==> config.mk <==
export PLATFORM = sky130hd
export DESIGN_NAME = i2c_wc_target
export DESIGN_NICKNAME = d
export VERILOG_FILES = /design/src/rtl/i2c_wc_pkg.sv /design/src/rtl/i2c_wc_line_sync.sv /design/src/rtl/i2c_wc_timer.sv /design/src/rtl/i2c_wc_target.sv
export SDC_FILE = /design/constraint.sdc
export NUM_CORES = 1
export LEC_CHECK = 0
export BUFFER_PORTS_ARGS = -buffer_cell sky130_fd_sc_hd__buf_2
export CORE_ASPECT_RATIO = 0.9
export CORE_MARGIN = 2
export CORE_UTILIZATION = 62
export DETAILED_ROUTE_END_ITERATION = 12
export GPL_TIMING_DRIVEN = 0
export PLACE_DENSITY = 0.84
export SYNTH_ARGS = -nofsm -noshare
export SYNTH_HDL_FRONTEND = slang
export SYNTH_HIERARCHICAL = 1
export SYNTH_SLANG_ARGS = --single-unit
==> constraint.sdc <==
create_clock -name clk_i -period 5.5 [get_ports clk_i]
set_clock_uncertainty 0.2 [all_clocks]
set_input_delay 1.1 -clock clk_i [delete_from_list [all_inputs] [get_ports clk_i]]
set_output_delay 1.1 -clock clk_i [all_outputs]
set_load 0.1 [all_outputs]
==> src/rtl/i2c_wc_pkg.sv <==
package i2c_wc_pkg;
  typedef enum logic [2:0] {
    ST_IDLE, ST_ADDR, ST_ADDR_ACK, ST_WR_BYTE, ST_WR_ACK, ST_RD_BYTE, ST_RD_ACK, ST_WAIT
  } tgt_state_e;
endpackage

==> src/rtl/i2c_wc_line_sync.sv <==
module i2c_wc_line_sync #(
  parameter int unsigned STAGES = 2
) (
  input  logic clk_i,
  input  logic rst_ni,
  input  logic scl_i,
  input  logic sda_i,
  output logic scl_o,
  output logic sda_o,
  output logic scl_rise_o,
  output logic scl_fall_o,
  output logic start_o,
  output logic stop_o
);
  // bit 1 = scl, bit 0 = sda
  logic [1:0] stg [STAGES];
  logic [1:0] prev_q;

  always_ff @(posedge clk_i or negedge rst_ni) begin
    if (!rst_ni) begin
      for (int i = 0; i < STAGES; i++) stg[i] <= 2'b11;
      prev_q <= 2'b11;
    end else begin
      stg[0] <= {scl_i, sda_i};
      for (int i = 1; i < STAGES; i++) stg[i] <= stg[i-1];
      prev_q <= stg[STAGES-1];
    end
  end

  assign scl_o      = stg[STAGES-1][1];
  assign sda_o      = stg[STAGES-1][0];
  assign scl_rise_o = scl_o & ~prev_q[1];
  assign scl_fall_o = ~scl_o & prev_q[1];
  assign start_o    = scl_o & prev_q[1] & prev_q[0] & ~sda_o;
  assign stop_o     = scl_o & prev_q[1] & ~prev_q[0] & sda_o;

  AST_EDGE_EXCL: assert property (@(posedge clk_i) disable iff (!rst_ni)
    !((start_o || stop_o) && (scl_rise_o || scl_fall_o)));
endmodule

==> src/rtl/i2c_wc_timer.sv <==
module i2c_wc_timer #(
  parameter int unsigned CLKS = 64
) (
  input  logic clk_i,
  input  logic rst_ni,
  input  logic start_i,
  output logic busy_o
);
  localparam int unsigned CW = $clog2(CLKS + 1);
  logic [CW-1:0] cnt_q;

  always_ff @(posedge clk_i or negedge rst_ni) begin
    if (!rst_ni)             cnt_q <= '0;
    else if (start_i)        cnt_q <= CW'(CLKS);
    else if (cnt_q != '0)    cnt_q <= cnt_q - 1'b1;
  end

  assign busy_o = (cnt_q != '0);

  AST_NO_RELAUNCH: assert property (@(posedge clk_i) disable iff (!rst_ni)
    busy_o |-> !start_i);
endmodule

==> src/rtl/i2c_wc_target.sv <==
module i2c_wc_target
  import i2c_wc_pkg::*;
#(
  parameter int unsigned PTR_W        = 8,
  parameter int unsigned WCYC_CLKS    = 64,
  parameter int unsigned SYNC_STAGES  = 2,
  parameter logic [6:0]  RST_DEV_ADDR = 7'h54
) (
  input  logic             clk_i,
  input  logic             rst_ni,
  input  logic             scl_i,
  input  logic             sda_i,
  output logic             sda_drive_low_o,
  input  logic             cfg_load_i,
  input  logic [6:0]       cfg_addr_i,
  output logic [PTR_W-1:0] mem_addr_o,
  output logic [7:0]       mem_wdata_o,
  output logic             mem_we_o,
  input  logic [7:0]       mem_rdata_i,
  output logic             busy_o,
  output logic             if_locked_o
);
  logic scl_s, sda_s, scl_rise, scl_fall, start_det, stop_det;
  logic start_ok, stop_ok, wc_launch;

  tgt_state_e     st_q;
  logic [3:0]     cnt_q;
  logic [7:0]     sh_q;
  logic [6:0]     dev_addr_q;
  logic [PTR_W-1:0] ptr_q;
  logic           rw_q, wr_txn_q, ptr_phase_q, inc_pend_q, ack_ok_q;

  i2c_wc_line_sync #(.STAGES(SYNC_STAGES)) u_sync (
    .clk_i, .rst_ni, .scl_i, .sda_i,
    .scl_o(scl_s), .sda_o(sda_s),
    .scl_rise_o(scl_rise), .scl_fall_o(scl_fall),
    .start_o(start_det), .stop_o(stop_det)
  );

  // bus is ignored entirely during the write cycle
  assign start_ok  = start_det & ~busy_o;
  assign stop_ok   = stop_det & ~busy_o;
  assign wc_launch = stop_ok & wr_txn_q;

  i2c_wc_timer #(.CLKS(WCYC_CLKS)) u_timer (
    .clk_i, .rst_ni, .start_i(wc_launch), .busy_o
  );

  always_ff @(posedge clk_i or negedge rst_ni) begin
    if (!rst_ni)         dev_addr_q <= RST_DEV_ADDR;
    else if (cfg_load_i) dev_addr_q <= cfg_addr_i;
  end

  always_ff @(posedge clk_i or negedge rst_ni) begin
    if (!rst_ni) begin
      st_q <= ST_IDLE; cnt_q <= '0; sh_q <= '0; ptr_q <= '0;
      rw_q <= 1'b0; wr_txn_q <= 1'b0; ptr_phase_q <= 1'b0; inc_pend_q <= 1'b0;
      ack_ok_q <= 1'b0; sda_drive_low_o <= 1'b0; mem_we_o <= 1'b0;
      mem_wdata_o <= '0; if_locked_o <= 1'b0;
    end else begin
      mem_we_o <= 1'b0;
      if (start_ok) begin
        st_q <= ST_ADDR; cnt_q <= '0; sda_drive_low_o <= 1'b0; wr_txn_q <= 1'b0;
      end else if (stop_ok) begin
        st_q <= ST_IDLE; sda_drive_low_o <= 1'b0; wr_txn_q <= 1'b0;
      end else begin
        unique case (st_q)
          ST_ADDR: begin
            if (scl_rise) begin
              sh_q <= {sh_q[6:0], sda_s}; cnt_q <= cnt_q + 1'b1;
            end else if (scl_fall && cnt_q == 4'd8) begin
              if (sh_q[7:1] == dev_addr_q) begin
                st_q <= ST_ADDR_ACK; sda_drive_low_o <= 1'b1; if_locked_o <= 1'b1;
                rw_q <= sh_q[0]; wr_txn_q <= ~sh_q[0];
              end else begin
                st_q <= ST_WAIT; if_locked_o <= 1'b0;
              end
            end
          end
          ST_ADDR_ACK: if (scl_fall) begin
            cnt_q <= '0;
            if (rw_q) begin
              st_q <= ST_RD_BYTE; sh_q <= mem_rdata_i; sda_drive_low_o <= ~mem_rdata_i[7];
            end else begin
              st_q <= ST_WR_BYTE; sda_drive_low_o <= 1'b0; ptr_phase_q <= 1'b1;
            end
          end
          ST_WR_BYTE: begin
            if (scl_rise) begin
              sh_q <= {sh_q[6:0], sda_s}; cnt_q <= cnt_q + 1'b1;
            end else if (scl_fall && cnt_q == 4'd8) begin
              st_q <= ST_WR_ACK; sda_drive_low_o <= 1'b1;
              if (ptr_phase_q) begin
                ptr_q <= PTR_W'(sh_q); ptr_phase_q <= 1'b0;
              end else begin
                mem_we_o <= 1'b1; mem_wdata_o <= sh_q; inc_pend_q <= 1'b1;
              end
            end
          end
          ST_WR_ACK: if (scl_fall) begin
            st_q <= ST_WR_BYTE; cnt_q <= '0; sda_drive_low_o <= 1'b0;
            if (inc_pend_q) begin
              ptr_q <= ptr_q + 1'b1; inc_pend_q <= 1'b0;
            end
          end
          ST_RD_BYTE: if (scl_fall) begin
            cnt_q <= cnt_q + 1'b1;
            if (cnt_q == 4'd7) begin
              st_q <= ST_RD_ACK; sda_drive_low_o <= 1'b0;
            end else begin
              sh_q <= {sh_q[6:0], 1'b0}; sda_drive_low_o <= ~sh_q[6];
            end
          end
          ST_RD_ACK: begin
            // pointer moves at the ack rise so read data settles before the fall
            if (scl_rise) begin
              ack_ok_q <= ~sda_s;
              if (!sda_s) ptr_q <= ptr_q + 1'b1;
            end else if (scl_fall) begin
              if (ack_ok_q) begin
                st_q <= ST_RD_BYTE; cnt_q <= '0;
                sh_q <= mem_rdata_i; sda_drive_low_o <= ~mem_rdata_i[7];
              end else begin
                st_q <= ST_WAIT;
              end
            end
          end
          default: ;
        endcase
      end
    end
  end

  assign mem_addr_o = ptr_q;

  AST_START_DROPPED: assert property (@(posedge clk_i) disable iff (!rst_ni)
    (busy_o && start_det) |=> st_q == ST_IDLE);
  AST_QUIET_BUSY: assert property (@(posedge clk_i) disable iff (!rst_ni)
    busy_o |-> !sda_drive_low_o);
  AST_DRIVE_PHASE: assert property (@(posedge clk_i) disable iff (!rst_ni)
    sda_drive_low_o |-> st_q inside {ST_ADDR_ACK, ST_WR_ACK, ST_RD_BYTE});
  AST_LOCK_ON_MATCH: assert property (@(posedge clk_i) disable iff (!rst_ni)
    $rose(if_locked_o) |-> st_q == ST_ADDR_ACK);
  AST_WE_IN_WRITE: assert property (@(posedge clk_i) disable iff (!rst_ni)
    mem_we_o |-> st_q == ST_WR_ACK);
  AST_LAUNCH_ON_STOP: assert property (@(posedge clk_i) disable iff (!rst_ni)
    $rose(busy_o) |-> $past(stop_det));
endmodule

==> impl_metrics.toml, run 1 <==
[outcome]
status = "completed"

[cells_and_area]
final_net_count = 378
antenna_cells = 0
num-fill-cells = 349
mostFrequentLayoutCells = "50 x dfrtp_1, 44 x buf_2, 26 x mux2_2"
final_common_cell = "dfrtp_1"
syn2layout_area_growth_pct = 15.4
multi_input_area_mm2 = 0.00164
seq_area_mm2 = 0.00149
drive_above_1_share = 0.320

[global_route]
grt_max_degree = 60
antenna_found_initial = 0
grt.total_usage = 0.271
grt_pass1_vias = 2428
grt.overflow.total = 0
grt_pass1_wl_um = 11800

[floorplanning]
die_width_um = 80.2
fp.dieArea_mm2 = 0.00582
core_mm2 = 0.00495
rows = 24
initial_core_util = 0.654
fp.dieH_um = 72.6
pin_count = 40

[yosys]
ys_types = 67
yosys_register_bits = 59
synth.net_count = 329
async_flop_share = 1.00
yosysSeqAreaShare = 0.459
synth_area_per_cell_um2 = 10.6
yosys_warnings = 6
synthCells = 305
synth_edf_count = 0
synth-main-ff-cell = "dfrtp_1"
synthesis.area_mm2 = 0.00324

[critical_path]
crit_chain = "inv_1, ha_1, nand2b_4, nor4_4, inv_2, buf_2"
cp-start-kind = "flop"
crit_family = "buffers and inverters"
crit_path_max_fanout = 7
slowest_delay_ns = 0.40
required_ns = 4.20
endpoint_kind = "output pin"
arrival_ns = 1.81
cp.depth = 6
cpMaxStageDelayCell = "dfrtp_1"
crit_buf_inv = 3
path_class = "flop to output pin"
ff2ff_path_depth = 6

[power]
clock_power_share = 0.199
fin_total_pwr_mw = 2.23
seq_power_share = 0.319
leakage_nw = 1.72
p_sw_frac = 0.449
p_comb_frac = 0.482
power.internal_mw = 1.23
p_switching_mw = 1.00
ir_worst_vdd_mv = 0.505
power_density_mw_per_mm2 = 596

[place]
pre_cts_ws_ns = 2.61
portBuffers = 38
gp_congestion = 0.980
dpl.hpwl_um = 5160

[hold_path]
hold_depth = 0
hp-class = "flop to flop"

[drt]
drc_errors = 0
drt-pass1-iter-count = 6
wl_um = 7250
vias = 2603
drt_iter0_markers = 167
wl_per_cell_um = 17.1
ant_nets = 0
vias_per_cell = 6.14

[sta]
min_period_ns = 3.11
finalMaxSlewViolations = 0
fmax_mhz = 321
rsz0062_at_grt = "no"
slew_headroom = 0.500
worst_pin_slew_ns = 0.750
setup_viol_count_final = 0
layout_setup_ws_ns = 2.39
tns_ns = 0
hold_viol_final = 0
fin_crit_sh = 0.566

[clocking]
root_buffer = "clkbuf_8"
cts.sinks = 59
cts_resized = 0
cts_tree = "built"
holdBufCountCts = 0
clock_latency_ns = 0.35
cts_made_buffers = 9
cts.path.max_buffers = 2
postCtsSetupBuffers = 0
htreeDepth = 3
clkTransAtPathRegs_ns = 0.08

[job]
drv_cap = 0
## cells by family after synthesis
logic type / share of synthesized area
xor gates and xnor gates: 0.0216
adders and majority gates: 0.0154
buffers and inverters: 0.0340
DFF: 0.459
muxes: 0.146
AOI/OAI and AO/OA: 0.144
and+or+nand+nor: 0.180
## per-layer routing
layer,share of wire,global-route usage
met1,0.46,0.397
met2,0.45,0.388
met3,0.078,0.0804
met4,0.016,0.0904
met5,0,0
## cell type report
| type | instances | area share |
|---|---|---|
| inverters | 11 | 0.0110 |
| flip-flops and latches | 59 | 0.398 |
| repair buffers | 38 | 0.0515 |
| multi-input cells | 221 | 0.439 |
| well taps | 65 | 0.0217 |
| plain buffers | 14 | 0.0184 |
| clock buffers | 9 | 0.0331 |
| clock inverters | 7 | 0.0271 |
## registers in the layout, summed over array words and instances, names as in the netlist
name,cells
if_locked_o,1
sh_q,8
rw_q,1
cnt_q,4
mem_addr_o,8
u_timer/cnt_q,7
u_sync/prev_q,2
sda_drive_low_o,1
dev_addr_q,7
st_q,3
inc_pend_q,1
u_sync/scl_o,1
mem_we_o,1
mem_wdata_o,8
wr_txn_q,1
u_sync/stg,2
u_sync/sda_o,1
ack_ok_q,1
ptr_phase_q,1
## worst paths after layout
kind | start | endpoint | slack, ns
min reg2reg | u_sync/stg[2] | u_sync/sda_o | 0.15
min in group asynchronous | rst_ni | cnt_q[0] | 0.61
min | u_sync/stg[2] | u_sync/sda_o | 0.15
max reg2reg | u_sync/prev_q[1] | mem_wdata_o[6] | 2.53
max | u_timer/cnt_q[0] | busy_o | 2.39
max in group asynchronous | rst_ni | u_timer/cnt_q[0] | 3.98
## synth_stat cells, types with 5 or more instances
cell type / count / share of area
dfrtp_1: 50 / 0.39
mux2_2: 26 / 0.090
nor2_1: 24 / 0.028
nand2_1: 18 / 0.021
a21oi_1: 14 / 0.022
o21ai_0: 14 / 0.022
inv_1: 10 / 0.012
mux2i_1: 10 / 0.031
dfstp_2: 9 / 0.073
nor2b_1: 9 / 0.017
buf_2: 7 / 0.011
nand2b_1: 7 / 0.014
xor2_1: 7 / 0.019
nand3_1: 6 / 0.0093
o31ai_1: 6 / 0.014
clkbuf_1: 5 / 0.0058
nor3_1: 5 / 0.0077
## metrics by stage
stage / cell area (µm²) / hold slack [ns] / util / std cells
2_1_floorplan: 3240 / 0.145 / - / 305
3_3_place_gp: 3510 / 0.146 / 0.709 / 408
3_5_place_dp: 3510 / 0.148 / 0.709 / 408
4_1_cts: 3740 / 0.153 / 0.754 / 424
5_1_grt: 3740 / 0.154 / 0.755 / 424
6_report: 3740 / 0.148 / 0.755 / 424
## worst reg2reg max path, delay by kind of cell (launching register included)
family | cells | cell delay [ns]
muxes | 1 | 0.41
DFF | 1 | 0.54
and+or+nand+nor | 5 | 1.71
## power groups by stage
stage	registers, mW	clock network, mW	logic [mW]
floorplan	0.891	0	0.664
global placement	0.708	0	1.03
detailed placement	0.714	0	1.06
CTS	0.708	0.453	1.07
global route	0.734	0.470	1.16
finish	0.711	0.444	1.08
No activity file was read; power rests on OpenSTA's default activity.
==> inputs of run 2 (changes only) <==
Settings changed: ABC_AREA from default to 1, CORE_UTILIZATION 62 to 53, PLACE_DENSITY 0.84 to 0.77.
Clock period 5.5 ns to 2.65 ns, I/O delays scaled along.
==> impl_metrics.toml, run 2 <==
[cells_and_area]
antenna_cells = 0
mostFrequentLayoutCells = "119 x nand2_1, 50 x dfrtp_1, 45 x inv_1"
final_net_count = 502
drive_above_1_share = 0.230
final_area_mm2 = 0.00383
syn2layout_area_growth_pct = 15.9
final_common_cell = "nand2_1"
finalNonFillerCells = 555

[floorplanning]
fp.dieH_um = 78.9
fp.dieArea_mm2 = 0.00689
initial_core_util = 0.544
rows = 27
die_width_um = 87.2
pin_count = 40
core_mm2 = 0.00608

[sta]
rsz0062_at_grt = "no"
worst_pin_slew_ns = 0.743
finalMaxSlewViolations = 0
fin_crit_sh = 0.939
slew_headroom = 0.504
hold_viol_final = 0
fmax_mhz = 402
setup_viol_count_final = 0
min_period_ns = 2.49
layout_setup_ws_ns = 0.162

[yosys]
synthCells = 428
netlist.area_leader.share = 0.379
ys_types = 40
synth.area.top_cells = "dfrtp_1 38%, nand2_1 14%, dfstp_2 7.2%"
yosys.area.top_type = "dfrtp_1"
yosys_warnings = 6
synth_most_common_cell = "nand2_1"
synthesis.area_mm2 = 0.00331
synth.net_count = 452
async_flop_share = 1.00
synth-main-ff-cell = "dfrtp_1"
synth_area_per_cell_um2 = 7.72
yosysSeqAreaShare = 0.450
yosys_register_bits = 59
synth_common_cells = "121 x nand2_1, 50 x dfrtp_1, 47 x inv_1"
synth_edf_count = 0

[drt]
wl_um = 7700
ant_nets = 0
vias = 3044
drc_errors = 0
vias_per_cell = 5.48
drt-pass1-iter-count = 4
drt_iter0_markers = 192
wl_per_cell_um = 13.9

[critical_path]
required_ns = 2.69
timing.rr.end = "sh_q[5]"
arrival_ns = 2.53
r2r_slack_ns = 0.16
ff2ff_path_depth = 8
crit_path_max_fanout = 10
crit_start = "u_sync/scl_o"
endpoint_kind = "flop"
cp-start-kind = "flop"
rr_startpoint = "u_sync/scl_o"
path_class = "flop to flop"

[global_route]
grt_max_degree = 60
grt.total_usage = 0.247
grt_pass1_wl_um = 13300
antenna_found_initial = 0
grt_pass1_vias = 2833
grt.overflow.total = 0

[power]
leakage_nw = 1.99
power_density_mw_per_mm2 = 1170
ir_worst_vdd_mv = 0.812

[clocking]
clkTransAtPathRegs_ns = 0.08
postCtsSetupBuffers = 0
root_buffer = "clkbuf_8"
cts_made_buffers = 9
cts_tree = "built"
cts.path.max_buffers = 2
holdBufCountCts = 0
htreeDepth = 3
cts.sinks = 59
clock_latency_ns = 0.35

[place]
dp_cells = 539
gp_congestion = 0.919
portBuffers = 39
dpl.hpwl_um = 5680
pre_cts_ws_ns = -0.0921
place_area_mm2 = 0.00360

[hold_path]
hp-class = "primary input to asynchronous set/reset pin"

[job]
drv_cap = 0

[outcome]
status = "completed"
==> run 2: cell types whose count changed after synthesis, moves of 10 or more <==
cell,delta
nand4_1,+10
mux2_2,-24
nand2_1,+103
o21ai_0,+12
inv_1,+37
nor2_1,+16
nand3_1,+26
o21ai_1,+15
==> run 2: timing repair <==
item,4_1_cts,5_1_grt
endpoints found under the setup margin,8,16
endpoints found under the hold margin,0,0
pin swaps,0,1
gates resized for setup,1,12
==> run 2: report_power, final <==
part	internal, mW	switching, mW	total, mW
clock	0.434	0.377	0.810
sequential	1.12	0.231	1.35
combinational	0.666	1.66	2.32
total	2.22	2.26	4.49
==> run 2: logic make-up after synthesis <==
| group | Yosys count | share of synthesized area |
|---|---|---|
| mux | 3 | 0.00984 |
| xor+xnor | 10 | 0.0265 |
| flops | 59 | 0.450 |
| fa+ha+maj | 4 | 0.0151 |
| buf+inv | 62 | 0.0727 |
| compound gates | 67 | 0.125 |
| simple gates | 223 | 0.301 |
==> run 2: worst max-delay path: stages (launching register included) <==
cell and delay [ns]:
dfstp_2 0.55, inv_1 0.04, nor2_1 0.40, inv_1 0.24, a211oi_4 0.45, nand3_4 0.18, buf_6 0.19, nand2_1 0.07
o21ai_2 0.05
==> run 2: stage by stage <==
step	hold WS, ns	TNS [ns]	total power, mW	util
CTS	0.0723	0	4.46	0.624
global placement	0.146	-0.0959	3.60	0.592
detailed placement	0.147	-0.555	3.64	0.592
floorplan	0.0344	0	3.16	-
global route	0.0654	0	4.83	0.630
finish	0.0519	0	4.49	0.630
==> run 2: cell type report <==
| class | instances | area (µm²) |
|---|---|---|
| Buffer | 7 | 36.3 |
| Clock inverter | 6 | 66.3 |
| Inverter | 55 | 206 |
| Tap cell | 72 | 90.1 |
| Sequential cell | 59 | 1490 |
| Timing Repair Buffer | 39 | 198 |
| Fill cell | 518 | 2250 |
| Clock buffer | 10 | 128 |
| Multi-Input combinational cell | 307 | 1620 |
==> run 2: layer usage <==
metal	GRT usage	wire [µm]	vias up	share of wire
met2	0.392	3710	95	0.48
li1	-	-	1489	-
met4	0.0631	116	0	0.015
met1	0.336	3470	1447	0.45
met3	0.0644	407	13	0.053
met5	0	0	-	0
==> run 2: worst max-delay path by stage <==
stage                                 to  slack [ns]  cells past startpoint
after floorplan           mem_wdata_o[5]        0.12                     13
after global placement    mem_wdata_o[6]       -0.03                     13
after global routing             st_q[1]        0.03                     15
after CTS                        st_q[1]       0.009                     15
final                            sh_q[5]        0.16                      8
after detailed placement  mem_wdata_o[5]       -0.09                     13
==> inputs of run 3 (changes only) <==
Settings changed: REMOVE_ABC_BUFFERS from default to 1.
==> impl_metrics.toml, run 3 (synthesis results as in run 2) <==
[outcome]
status = "completed"

[critical_path]
crit_family = "buffers and inverters"
endpoint_kind = "output pin"
crit_start = "u_timer/cnt_q[0]"
cpMaxStageDelayCell = "dfrtp_1"
cp.depth = 6
crit_buf_inv = 3
cp-start-kind = "flop"
path_class = "flop to output pin"
r2r_slack_ns = 0.21
timing.rr.end = "st_q[1]"
required_ns = 1.92
ff2ff_path_depth = 15
arrival_ns = 1.75
crit_path_max_fanout = 6
rr_startpoint = "u_timer/cnt_q[0]"
slowest_delay_ns = 0.39
crit_chain = "inv_1, ha_2, inv_2, nor2_4, nand3_2, buf_2"

[cells_and_area]
antenna_cells = 0
final_net_count = 497
finalNonFillerCells = 550
mostFrequentLayoutCells = "120 x nand2_1, 50 x dfrtp_1, 45 x inv_1"
syn2layout_area_growth_pct = 14.8
num-fill-cells = 551
final_common_cell = "nand2_1"
drive_above_1_share = 0.226

[drt]
wl_per_cell_um = 13.1
drc_errors = 0
drt_iter0_markers = 306
wl_um = 7210
vias = 2943
vias_per_cell = 5.35
ant_nets = 0
drt-pass1-iter-count = 5

[sta]
fin_crit_sh = 0.934
layout_setup_ws_ns = 0.174
slew_headroom = 0.509
rsz0062_at_grt = "no"
hold_viol_final = 0
finalMaxSlewViolations = 0
setup_viol_count_final = 0
worst_hold_slack_ns = 0.0301
min_period_ns = 2.48
fmax_mhz = 404
worst_pin_slew_ns = 0.736

[place]
dpl.hpwl_um = 5180
gp_congestion = 0.936
dp_cells = 532
portBuffers = 39
pre_cts_ws_ns = -0.0972

[global_route]
grt_pass1_wl_um = 11900
antenna_found_initial = 0
grt.overflow.total = 0
grt_pass1_vias = 2533
grt.total_usage = 0.220
grt_max_degree = 60

[clocking]
cts_tree = "built"
holdBufCountCts = 0
root_buffer = "clkbuf_8"
cts.path.max_buffers = 2
htreeDepth = 3
clock_latency_ns = 0.33
cts.sinks = 59
cts_made_buffers = 9
clkTransAtPathRegs_ns = 0.08

[floorplanning]
fp.dieH_um = 78.9
die_width_um = 87.2
fp.dieArea_mm2 = 0.00689
pin_count = 40
initial_core_util = 0.544
rows = 27
core_mm2 = 0.00608

[power]
ir_worst_vdd_mv = 0.687
leakage_nw = 2.00
fin_total_pwr_mw = 4.46
power_density_mw_per_mm2 = 1170

[job]
drv_cap = 0

[hold_path]
hp-class = "primary input to asynchronous set/reset pin"
run 3: cell types whose count changed in the layout (fill, tap and decap cells not counted), sizes merged:
cell	previous run	this run
buf	40	41
clkbuf	16	11
clkinv	2	3
clkinvlp	3	0
inv	55	56
run 3: what timing repair did:
action / CTS / global route
resized for setup: 3 / 6
setup buffers: 0 / 2
endpoints found under the setup margin: 14 / 21
pin swaps: 0 / 2
run 3: worst register-to-register path: cells and delay by family (launching register included):
family	cells	cell delay, ns
adders and majority gates	1	0.25
DFF	1	0.39
and+or+nand+nor	8	0.88
AOI/OAI and AO/OA	1	0.07
buffers and inverters	5	0.51
run 3: report_power, final:
part | internal [mW] | switching (mW) | total (mW)
logic | 0.678 | 1.62 | 2.30
clock network | 0.433 | 0.349 | 0.782
registers | 1.12 | 0.247 | 1.37
run 3: layout make-up:
cell class | count | area (µm²) | area share
tap | 72 | 90.1 | 0.0237
multi-input combinational | 307 | 1600 | 0.422
inverter | 55 | 206 | 0.0544
clock inverter | 5 | 53.8 | 0.0142
sequential | 59 | 1490 | 0.392
timing repair buffer | 41 | 225 | 0.0593
clock buffer | 11 | 131 | 0.0346
run 3: worst max-delay path by stage:
stage                     slack [ns]              to
after global routing            0.04         st_q[1]
after global placement         -0.05  mem_wdata_o[0]
after floorplan                -0.14         st_q[1]
final                           0.17          busy_o
after detailed placement        -0.1  mem_wdata_o[0]
after CTS                       0.07         sh_q[0]
run 3: routing by layer:
layer | track usage | part of all wire | up-vias
met5 | 0 | 0 | -
met4 | 0.0569 | 0.0042 | 0
met3 | 0.0520 | 0.059 | 6
met2 | 0.326 | 0.45 | 93
met1 | 0.325 | 0.49 | 1364
li1 | - | - | 1480
run 3: stage by stage:
stage	setup TNS, ns	util	area, µm²
5_1_grt	0	0.624	3800
3_5_place_dp	-0.707	0.585	3560
4_1_cts	0	0.617	3750
2_1_floorplan	-0.801	-	3270
6_report	0	0.624	3800
3_3_place_gp	-0.294	0.585	3560
